[src/rtl/i2c_mbe_pkg.sv]
package i2c_mbe_pkg;
    localparam int CMD_W  = 6;
    localparam int STS_W  = 7;
    localparam int BYTE_W = 8;

    // command bit positions
    localparam int C_STA  = 0;
    localparam int C_TX   = 1;
    localparam int C_RX   = 3;
    localparam int C_LAST = 4;
    localparam int C_STO  = 5;
    localparam logic [CMD_W-1:0] CMD_MASK = 6'b111011;

    // status bit positions
    localparam int S_ACK = 0;
    localparam int S_NAK = 1;
    localparam int S_RXD = 2;
    localparam int S_ARB = 3;
    localparam int S_STP = 4;
    localparam int S_ABN = 5;
    localparam int S_TMO = 6;

    typedef enum logic [1:0] {OP_START, OP_STOP, OP_BIT} bus_op_e;
    typedef enum logic [1:0] {STG_START, STG_TX, STG_RX, STG_STOP} stage_e;
endpackage

[src/rtl/i2c_mbe_bitphy.sv]
module i2c_mbe_bitphy
    import i2c_mbe_pkg::*;
#(
    parameter int TIMEOUT_CYC = 256
) (
    input  logic    clk,
    input  logic    rst_n,
    input  logic    tick,
    input  logic    op_valid,
    input  bus_op_e op_in,
    input  logic    wbit_in,
    input  logic    chk_in,
    input  logic    scl_i,
    input  logic    sda_i,
    output logic    done,
    output logic    rbit,
    output logic    arb,
    output logic    tmo,
    output logic    scl_o,
    output logic    sda_o
);
    localparam int TCW = $clog2(TIMEOUT_CYC + 1);

    typedef struct packed {
        logic           busy;
        bus_op_e        op;
        logic [1:0]     ph;
        logic           wbit;
        logic           chk;
        logic           arb;
        logic           tmo;
        logic           done;
        logic           rbit;
        logic           scl;
        logic           sda;
        logic [TCW-1:0] tcnt;
    } phy_t;

    phy_t q, d;

    always_comb begin
        d      = q;
        d.done = 1'b0;
        if (!q.busy) begin
            if (op_valid) begin
                d.busy = 1'b1;
                d.op   = op_in;
                d.ph   = 2'd0;
                d.wbit = wbit_in;
                d.chk  = chk_in;
                d.arb  = 1'b0;
                d.tmo  = 1'b0;
                d.tcnt = '0;
            end
        end else if (q.ph == 2'd2 && !scl_i) begin
            // SCL released but still held low by the bus
            if (q.tcnt == TCW'(TIMEOUT_CYC - 1)) begin
                d.busy = 1'b0;
                d.done = 1'b1;
                d.tmo  = 1'b1;
                d.scl  = 1'b1;
                d.sda  = 1'b1;
            end else begin
                d.tcnt = q.tcnt + 1'b1;
            end
        end else if (tick) begin
            d.ph = q.ph + 2'd1;
            case (q.ph)
                2'd0: begin
                    case (q.op)
                        OP_START: d.sda = 1'b1;
                        OP_STOP:  begin d.scl = 1'b0; d.sda = 1'b0; end
                        default:  begin d.scl = 1'b0; d.sda = q.wbit; end
                    endcase
                end
                2'd1: begin
                    d.scl = 1'b1;
                    case (q.op)
                        OP_START: d.sda = 1'b1;
                        OP_STOP:  d.sda = 1'b0;
                        default:  d.sda = q.wbit;
                    endcase
                end
                2'd2: begin
                    case (q.op)
                        OP_START: d.sda = 1'b0;
                        OP_STOP:  d.sda = 1'b1;
                        default: begin
                            d.rbit = sda_i;
                            if (q.chk && q.wbit && !sda_i) d.arb = 1'b1;
                        end
                    endcase
                end
                default: begin
                    d.busy = 1'b0;
                    d.done = 1'b1;
                    if (q.arb) begin
                        d.scl = 1'b1;
                        d.sda = 1'b1;
                    end else if (q.op != OP_STOP) begin
                        d.scl = 1'b0;
                    end
                end
            endcase
        end
    end

    always_ff @(posedge clk or negedge rst_n) begin
        if (!rst_n) begin
            q     <= '0;
            q.op  <= OP_START;
            q.scl <= 1'b1;
            q.sda <= 1'b1;
        end else begin
            q <= d;
        end
    end

    assign done  = q.done;
    assign rbit  = q.rbit;
    assign arb   = q.arb;
    assign tmo   = q.tmo;
    assign scl_o = q.scl;
    assign sda_o = q.sda;
endmodule

[src/rtl/i2c_mbe_status.sv]
module i2c_mbe_status
    import i2c_mbe_pkg::*;
(
    input  logic             clk,
    input  logic             rst_n,
    input  logic [STS_W-1:0] set,
    input  logic             clr_wr,
    input  logic [STS_W-1:0] clr_data,
    input  logic             en_wr,
    input  logic [STS_W-1:0] en_wdata,
    output logic [STS_W-1:0] sts,
    output logic             irq
);
    typedef struct packed {
        logic [STS_W-1:0] sts;
        logic [STS_W-1:0] en;
    } st_t;

    st_t q, d;

    always_comb begin
        d = q;
        // a new event wins over a simultaneous clear
        d.sts = (q.sts & ~(clr_wr ? clr_data : '0)) | set;
        if (en_wr) d.en = en_wdata;
    end

    always_ff @(posedge clk or negedge rst_n) begin
        if (!rst_n) q <= '0;
        else        q <= d;
    end

    assign sts = q.sts;
    assign irq = |(q.sts & q.en);
endmodule

[src/rtl/i2c_mbe.sv]
module i2c_mbe
    import i2c_mbe_pkg::*;
#(
    parameter int TIMEOUT_CYC = 256
) (
    input  logic              clk,
    input  logic              rst_n,
    input  logic              tick,
    input  logic              cmd_wr,
    input  logic [CMD_W-1:0]  cmd_wdata,
    input  logic              buf_wr,
    input  logic [BYTE_W-1:0] buf_wdata,
    output logic [2*BYTE_W-1:0] buf_rdata,
    input  logic              sts_clr_wr,
    input  logic [STS_W-1:0]  sts_clr_data,
    input  logic              en_wr,
    input  logic [STS_W-1:0]  en_wdata,
    output logic [STS_W-1:0]  sts_o,
    output logic              irq,
    output logic              bus_busy,
    output logic              engine_idle,
    output logic              scl_o,
    output logic              sda_o,
    input  logic              scl_i,
    input  logic              sda_i
);
    localparam int IDXW = $clog2(BYTE_W + 1);
    localparam logic [IDXW-1:0] LAST_DATA = IDXW'(BYTE_W - 1);
    localparam logic [IDXW-1:0] ACK_SLOT  = IDXW'(BYTE_W);

    typedef struct packed {
        logic [CMD_W-1:0]  cmd;
        logic              owned;
        logic              run;
        stage_e            stg;
        logic [IDXW-1:0]   idx;
        logic [BYTE_W-1:0] sh;
        logic [BYTE_W-1:0] tx;
        logic [BYTE_W-1:0] rx;
        logic              opv;
        bus_op_e           op;
        logic              wbit;
        logic              chk;
    } seq_t;

    seq_t q, d;
    logic [STS_W-1:0] sts_set;
    logic             phy_done, phy_rbit, phy_arb, phy_tmo;
    logic             idle_now, owns, bad;
    logic [CMD_W-1:0] cmd_w;

    assign idle_now = (q.cmd == '0) && !q.run;
    assign cmd_w    = cmd_wdata & CMD_MASK;
    assign owns     = q.owned | cmd_w[C_STA];
    assign bad      = (cmd_w[C_TX] & cmd_w[C_RX])
                    | ((cmd_w[C_TX] | cmd_w[C_RX] | cmd_w[C_STO]) & ~owns)
                    | (cmd_w[C_LAST] & ~cmd_w[C_RX]);

    always_comb begin
        d       = q;
        d.opv   = 1'b0;
        sts_set = '0;

        if (buf_wr && idle_now) d.tx = buf_wdata;

        if (cmd_wr && idle_now && cmd_w != '0) begin
            if (bad) sts_set[S_ABN] = 1'b1;
            else     d.cmd = cmd_w;
        end

        // launch the next pending step in fixed order
        if (!q.run && q.cmd != '0) begin
            d.run  = 1'b1;
            d.opv  = 1'b1;
            d.idx  = '0;
            d.chk  = 1'b0;
            d.wbit = 1'b1;
            if (q.cmd[C_STA]) begin
                d.stg = STG_START;
                d.op  = OP_START;
            end else if (q.cmd[C_TX]) begin
                d.stg  = STG_TX;
                d.op   = OP_BIT;
                d.sh   = q.tx;
                d.wbit = q.tx[BYTE_W-1];
                d.chk  = 1'b1;
            end else if (q.cmd[C_RX]) begin
                d.stg = STG_RX;
                d.op  = OP_BIT;
            end else begin
                d.stg = STG_STOP;
                d.op  = OP_STOP;
            end
        end

        if (q.run && phy_done) begin
            if (phy_arb || phy_tmo) begin
                if (phy_arb) sts_set[S_ARB] = 1'b1;
                else         sts_set[S_TMO] = 1'b1;
                d.cmd   = '0;
                d.run   = 1'b0;
                d.owned = 1'b0;
            end else begin
                case (q.stg)
                    STG_START: begin
                        d.owned      = 1'b1;
                        d.cmd[C_STA] = 1'b0;
                        d.run        = 1'b0;
                    end
                    STG_STOP: begin
                        d.owned        = 1'b0;
                        d.cmd[C_STO]   = 1'b0;
                        d.run          = 1'b0;
                        sts_set[S_STP] = 1'b1;
                    end
                    STG_TX: begin
                        if (q.idx < ACK_SLOT) begin
                            d.idx = q.idx + 1'b1;
                            d.sh  = {q.sh[BYTE_W-2:0], 1'b0};
                            d.opv = 1'b1;
                            d.op  = OP_BIT;
                            if (q.idx == LAST_DATA) begin
                                d.wbit = 1'b1;
                                d.chk  = 1'b0;
                            end else begin
                                d.wbit = q.sh[BYTE_W-2];
                                d.chk  = 1'b1;
                            end
                        end else begin
                            if (phy_rbit) sts_set[S_NAK] = 1'b1;
                            else          sts_set[S_ACK] = 1'b1;
                            d.cmd[C_TX] = 1'b0;
                            d.run       = 1'b0;
                        end
                    end
                    default: begin
                        if (q.idx < ACK_SLOT) begin
                            d.idx  = q.idx + 1'b1;
                            d.sh   = {q.sh[BYTE_W-2:0], phy_rbit};
                            d.opv  = 1'b1;
                            d.op   = OP_BIT;
                            d.chk  = 1'b0;
                            d.wbit = (q.idx == LAST_DATA) ? q.cmd[C_LAST] : 1'b1;
                        end else begin
                            d.rx           = q.sh;
                            sts_set[S_RXD] = 1'b1;
                            d.cmd[C_RX]    = 1'b0;
                            d.cmd[C_LAST]  = 1'b0;
                            d.run          = 1'b0;
                        end
                    end
                endcase
            end
        end
    end

    always_ff @(posedge clk or negedge rst_n) begin
        if (!rst_n) begin
            q      <= '0;
            q.stg  <= STG_START;
            q.op   <= OP_START;
        end else begin
            q <= d;
        end
    end

    i2c_mbe_bitphy #(.TIMEOUT_CYC(TIMEOUT_CYC)) u_phy (
        .clk      (clk),
        .rst_n    (rst_n),
        .tick     (tick),
        .op_valid (q.opv),
        .op_in    (q.op),
        .wbit_in  (q.wbit),
        .chk_in   (q.chk),
        .scl_i    (scl_i),
        .sda_i    (sda_i),
        .done     (phy_done),
        .rbit     (phy_rbit),
        .arb      (phy_arb),
        .tmo      (phy_tmo),
        .scl_o    (scl_o),
        .sda_o    (sda_o)
    );

    i2c_mbe_status u_sts (
        .clk      (clk),
        .rst_n    (rst_n),
        .set      (sts_set),
        .clr_wr   (sts_clr_wr),
        .clr_data (sts_clr_data),
        .en_wr    (en_wr),
        .en_wdata (en_wdata),
        .sts      (sts_o),
        .irq      (irq)
    );

    assign buf_rdata   = {q.rx, q.tx};
    assign bus_busy    = q.owned;
    assign engine_idle = idle_now;
endmodule

[config.mk]
export PLATFORM = sky130hd
export DESIGN_NAME = i2c_mbe
export DESIGN_NICKNAME = d
export VERILOG_FILES = /design/src/rtl/i2c_mbe_pkg.sv /design/src/rtl/i2c_mbe_bitphy.sv /design/src/rtl/i2c_mbe_status.sv /design/src/rtl/i2c_mbe.sv
export SDC_FILE = /design/constraint.sdc
export NUM_CORES = 1
export LEC_CHECK = 0
export BUFFER_PORTS_ARGS = -buffer_cell sky130_fd_sc_hd__buf_2
export CAP_MARGIN = 25
export CORE_AREA = 5 5 121 123
export DETAILED_ROUTE_END_ITERATION = 8
export DIE_AREA = 0 0 126 128
export GPL_TIMING_DRIVEN = 0
export HOLD_SLACK_MARGIN = 0.1
export PLACE_DENSITY = 0.54
export REMOVE_ABC_BUFFERS = 1
export SLEW_MARGIN = 20
export SYNTH_ARGS = -nofsm -noshare
export SYNTH_HDL_FRONTEND = slang
export SYNTH_SLANG_ARGS = --single-unit
[constraint.sdc]
create_clock -name clk -period 2.55 [get_ports clk]
set_input_delay 0.255 -clock clk [delete_from_list [all_inputs] [get_ports clk]]
set_output_delay 0.255 -clock clk [all_outputs]
set_load 0.02 [all_outputs]
==> flow_metrics.py <==
metrics = {
    "outcome": {
        "status": "finished clean",
    },
    "worst_setup_path": {
        "cp.arrival_ps": 2330,
        "cp_data_required_time_ps": 2740,
        "startpoint_type": "flop",
        "critical_path_class": "flop to flop",
        "critPathCaptureType": "flop",
        "crit_fanout": 8,
    },
    "logic_synthesis": {
        "ys.warnings.count": 0,
        "synth_area_leader_cell": "dfrtp_1",
        "synth_ff_type": "dfrtp_1",
        "syn_area_sq_mm": 0.00395,
        "synth_top_family_by_area": "simple AND/OR/NAND/NOR gates",
        "syn_area_per_cell_sq_um": 10.7,
        "synth_xor_xnor_area_share_pct": 1.33,
        "synth_cell_types": 55,
        "muxShareOfSynthArea_pct": 9.64,
        "synth_area_leaders": "dfrtp_1, nand2_1, buf_4, mux2_2, ha_1",
        "syn_inst": 370,
        "synthSimpleGateAreaFrac_pct": 15.9,
        "ys_ff_latch": 79,
        "yosysTopAreaCellShare_pct": 48.8,
        "synth-compound-area-share_pct": 12.4,
        "ys_async_sr_fraction_pct": 100,
        "synth_fa_ha_area_share_pct": 3.81,
        "yosysSeqAreaShare_pct": 50.2,
        "synth_edf_count": 0,
    },
    "sta": {
        "slew_violations": 0,
        "fin_crit_sh_pct": 84.0,
        "worst_slack_ps": 407,
        "setup_viol": 0,
        "worstMarginPinSlew_ps": 703,
        "max_freq_mhz": 467,
        "whs_ps": 127,
        "clock_skew_ps": 6.28,
        "period_needed_ps": 2140,
        "slew_headroom_pct": 52.9,
        "final-hold-violation-count": 0,
        "rsz0062_at_grt": "false",
    },
    "die": {
        "fp.dieH_um": 128,
        "rows": 43,
        "core_area_sq_mm": 0.0136,
        "die-area_sq_mm": 0.0161,
        "start_util_pct": 29.1,
        "ios": 65,
        "die_x_um": 126,
    },
    "placed_design": {
        "io_buffers": 63,
        "dpl_worst_slack_ps": -78.7,
        "place_congestion": 0.858,
        "dp.cells": 578,
        "detailed_place_hpwl_mm": 6.24,
    },
    "detailed_routing": {
        "dr.pass1.iters": 4,
        "viasPerCell": 4.77,
        "drcViolationCount": 0,
        "postRouteAntennaNets": 0,
        "wl_per_cell_um": 14.7,
        "vias": 2838,
        "drtIter0Drc": 209,
        "finalWirelength_mm": 8.72,
    },
    "final_layout": {
        "drive_gt1_share_pct": 25.8,
        "diodes": 0,
        "n_fill_cell": 1368,
        "syn2layout_area_growth_pct": 16.4,
        "fin_cells": 595,
        "nNetsFinal": 459,
    },
    "pwr": {
        "powerDensity_mw_per_mm2": 1040,
        "p_leak_uw": 0.00223,
        "ir_drop_mv": 0.351,
    },
    "clocking": {
        "cts_max_level": 3,
        "cts-root-buf": "clkbuf_16",
        "cts_made_buffers": 9,
        "cts_tree": "built",
        "clk_pin_slew_worst_paths_ps": 60,
        "clock_latency_ps": 340,
        "cts_max_path_buffers": 2,
        "post_cts_buffers": 0,
        "cts_sinks": 79,
    },
    "min_path": {
        "holdCritPathClass": "input port to flop",
    },
    "job": {
        "drv_cap": 0,
    },
    "global_routing": {
        "grtUsageTotal_pct": 11.3,
        "overflow": 0,
        "grt_pass1_wl_mm": 14.6,
        "grt_max_degree": 45,
        "antenna_found_initial": 0,
        "first_global_vias": 2929,
    },
}
==> worst paths after layout <==
path | start | end | slack, ps | cells after the start
hold reg to reg | q[2]$_DFF_PN0_ | u_phy.q[19]$_DFFE_PN0P_ | 470 | 2
max in group asynchronous | rst_n | q[39]$_DFF_PN0_ | 1490 | 3
setup / recovery | u_phy.q[2]$_DFFE_PN0P_ | u_phy.q[7]$_DFFE_PN0P_ | 410 | 7
setup reg to reg | u_phy.q[2]$_DFFE_PN0P_ | u_phy.q[7]$_DFFE_PN0P_ | 410 | 7
hold / removal | buf_wdata[0] | buf_rdata[0]$_DFFE_PN0P_ | 130 | 2
min in group asynchronous | rst_n | u_phy.q[0]$_DFFE_PN0P_ | 460 | 2
==> synthesized netlist by cell type (2+ instances only) <==
master     instances
dfrtp_1           77
nand2_1           51
buf_4             25
nor2_1            24
o21ai_0           21
mux2_2            16
ha_1              12
mux2i_1           11
a21oi_1           10
nand3_1           10
a22o_1             8
mux2_1             8
inv_1              7
clkbuf_1           6
xor2_1             6
a31oi_1            4
and2_1             4
and3_1             4
buf_2              4
nand3b_1           4
o31ai_1            4
a21o_1             3
a22oi_1            3
nand2b_1           3
nand4_1            3
nor3_1             3
o211ai_1           3
o21a_1             3
a2bb2oi_1          2
and4_1             2
dfstp_2            2
nor2b_1            2
o22a_1             2
o31a_1             2
==> registers in the layout, indices dropped and copies added, names as in the netlist, 7 cells and up <==
name and flops:
buf_rdata 16, q 26, u_phy.q 16, u_sts.sts 7, u_sts.q 7
==> cell families after synthesis <==
kind of cell,Yosys count
simple gates,123
flops,79
compound gates,72
buf+inv,43
mux,35
fa+ha+maj,12
xor+xnor,6
==> power breakdown <==
group	internal (uW)	switching [uW]	total (uW)
Clock	779	510	1290
Sequential	1620	371	1990
Combinational	649	863	1510
==> through the flow <==
step | TNS [ps] | util (%) | area, sq um | power (uW)
6_report | 0 | 33.9 | 4590 | 4790
5_1_grt | 0 | 33.9 | 4590 | 5150
4_1_cts | 0 | 33.8 | 4580 | 4840
3_5_place_dp | -274 | 31.5 | 4270 | 3510
3_3_place_gp | -107 | 31.3 | 4240 | 3460
2_1_floorplan | 0 | - | 3700 | 3000
==> critical path, stage by stage (launching register included) <==
cell and delay (ps):
dfrtp_1 420, and4_1 250, and4_1 210, ha_1 240, nor4bb_4 480, nand4_1 170, xor2_1 180, nor2_1 60
==> per-layer routing <==
metal / part of all wire [%] / global-route usage [%] / vias to the layer above / wire length (um)
li1: - / - / 1375 / -
met1: 44 / 13.9 / 1377 / 3870
met2: 49 / 18.4 / 72 / 4260
met3: 4.8 / 3.67 / 14 / 420
met4: 2.0 / 4.86 / 0 / 172
met5: 0 / 0 / - / 0
==> final cells by class <==
class | count | area, sq um | share of cell area, %
flip-flops and latches | 79 | 1980 | 43.1
multi-input cells | 248 | 1710 | 37.3
repair buffers | 65 | 348 | 7.58
clock buffers | 10 | 239 | 5.21
well taps | 180 | 225 | 4.91
clock inverters | 6 | 60.1 | 1.31
inverters | 7 | 26.3 | 0.572
==> placed cells by master, fill, tap and decap left out, types with 2 or more instances in the layout <==
cell	instances
nand2b_1	3
nand3_1	10
mux2_1	8
a21oi_1	10
o211ai_1	3
o31ai_1	4
clkbuf_16	9
a22o_1	8
xor2_1	6
a21o_1	3
nand2_1	51
clkinv_2	3
a2bb2oi_1	2
dfrtp_1	77
nand3b_1	4
nor3_1	3
and4_1	2
and3_1	4
a22oi_1	3
mux2i_1	11
a31oi_1	4
clkinvlp_4	2
o21a_1	3
inv_1	7
buf_2	62
mux2_2	16
o22a_1	2
ha_1	12
dfstp_2	2
nor2_1	24
and2_1	4
o31a_1	2
nand4_1	3
o21ai_0	21
nor2b_1	2
==> timing repair <==
item                                   CTS  global route
endpoints found under the hold margin   41             0
resized for setup                        1             1
hold buffers                             1             0
setup endpoints to repair                6             1
No activity file was read; power rests on OpenSTA's default activity.
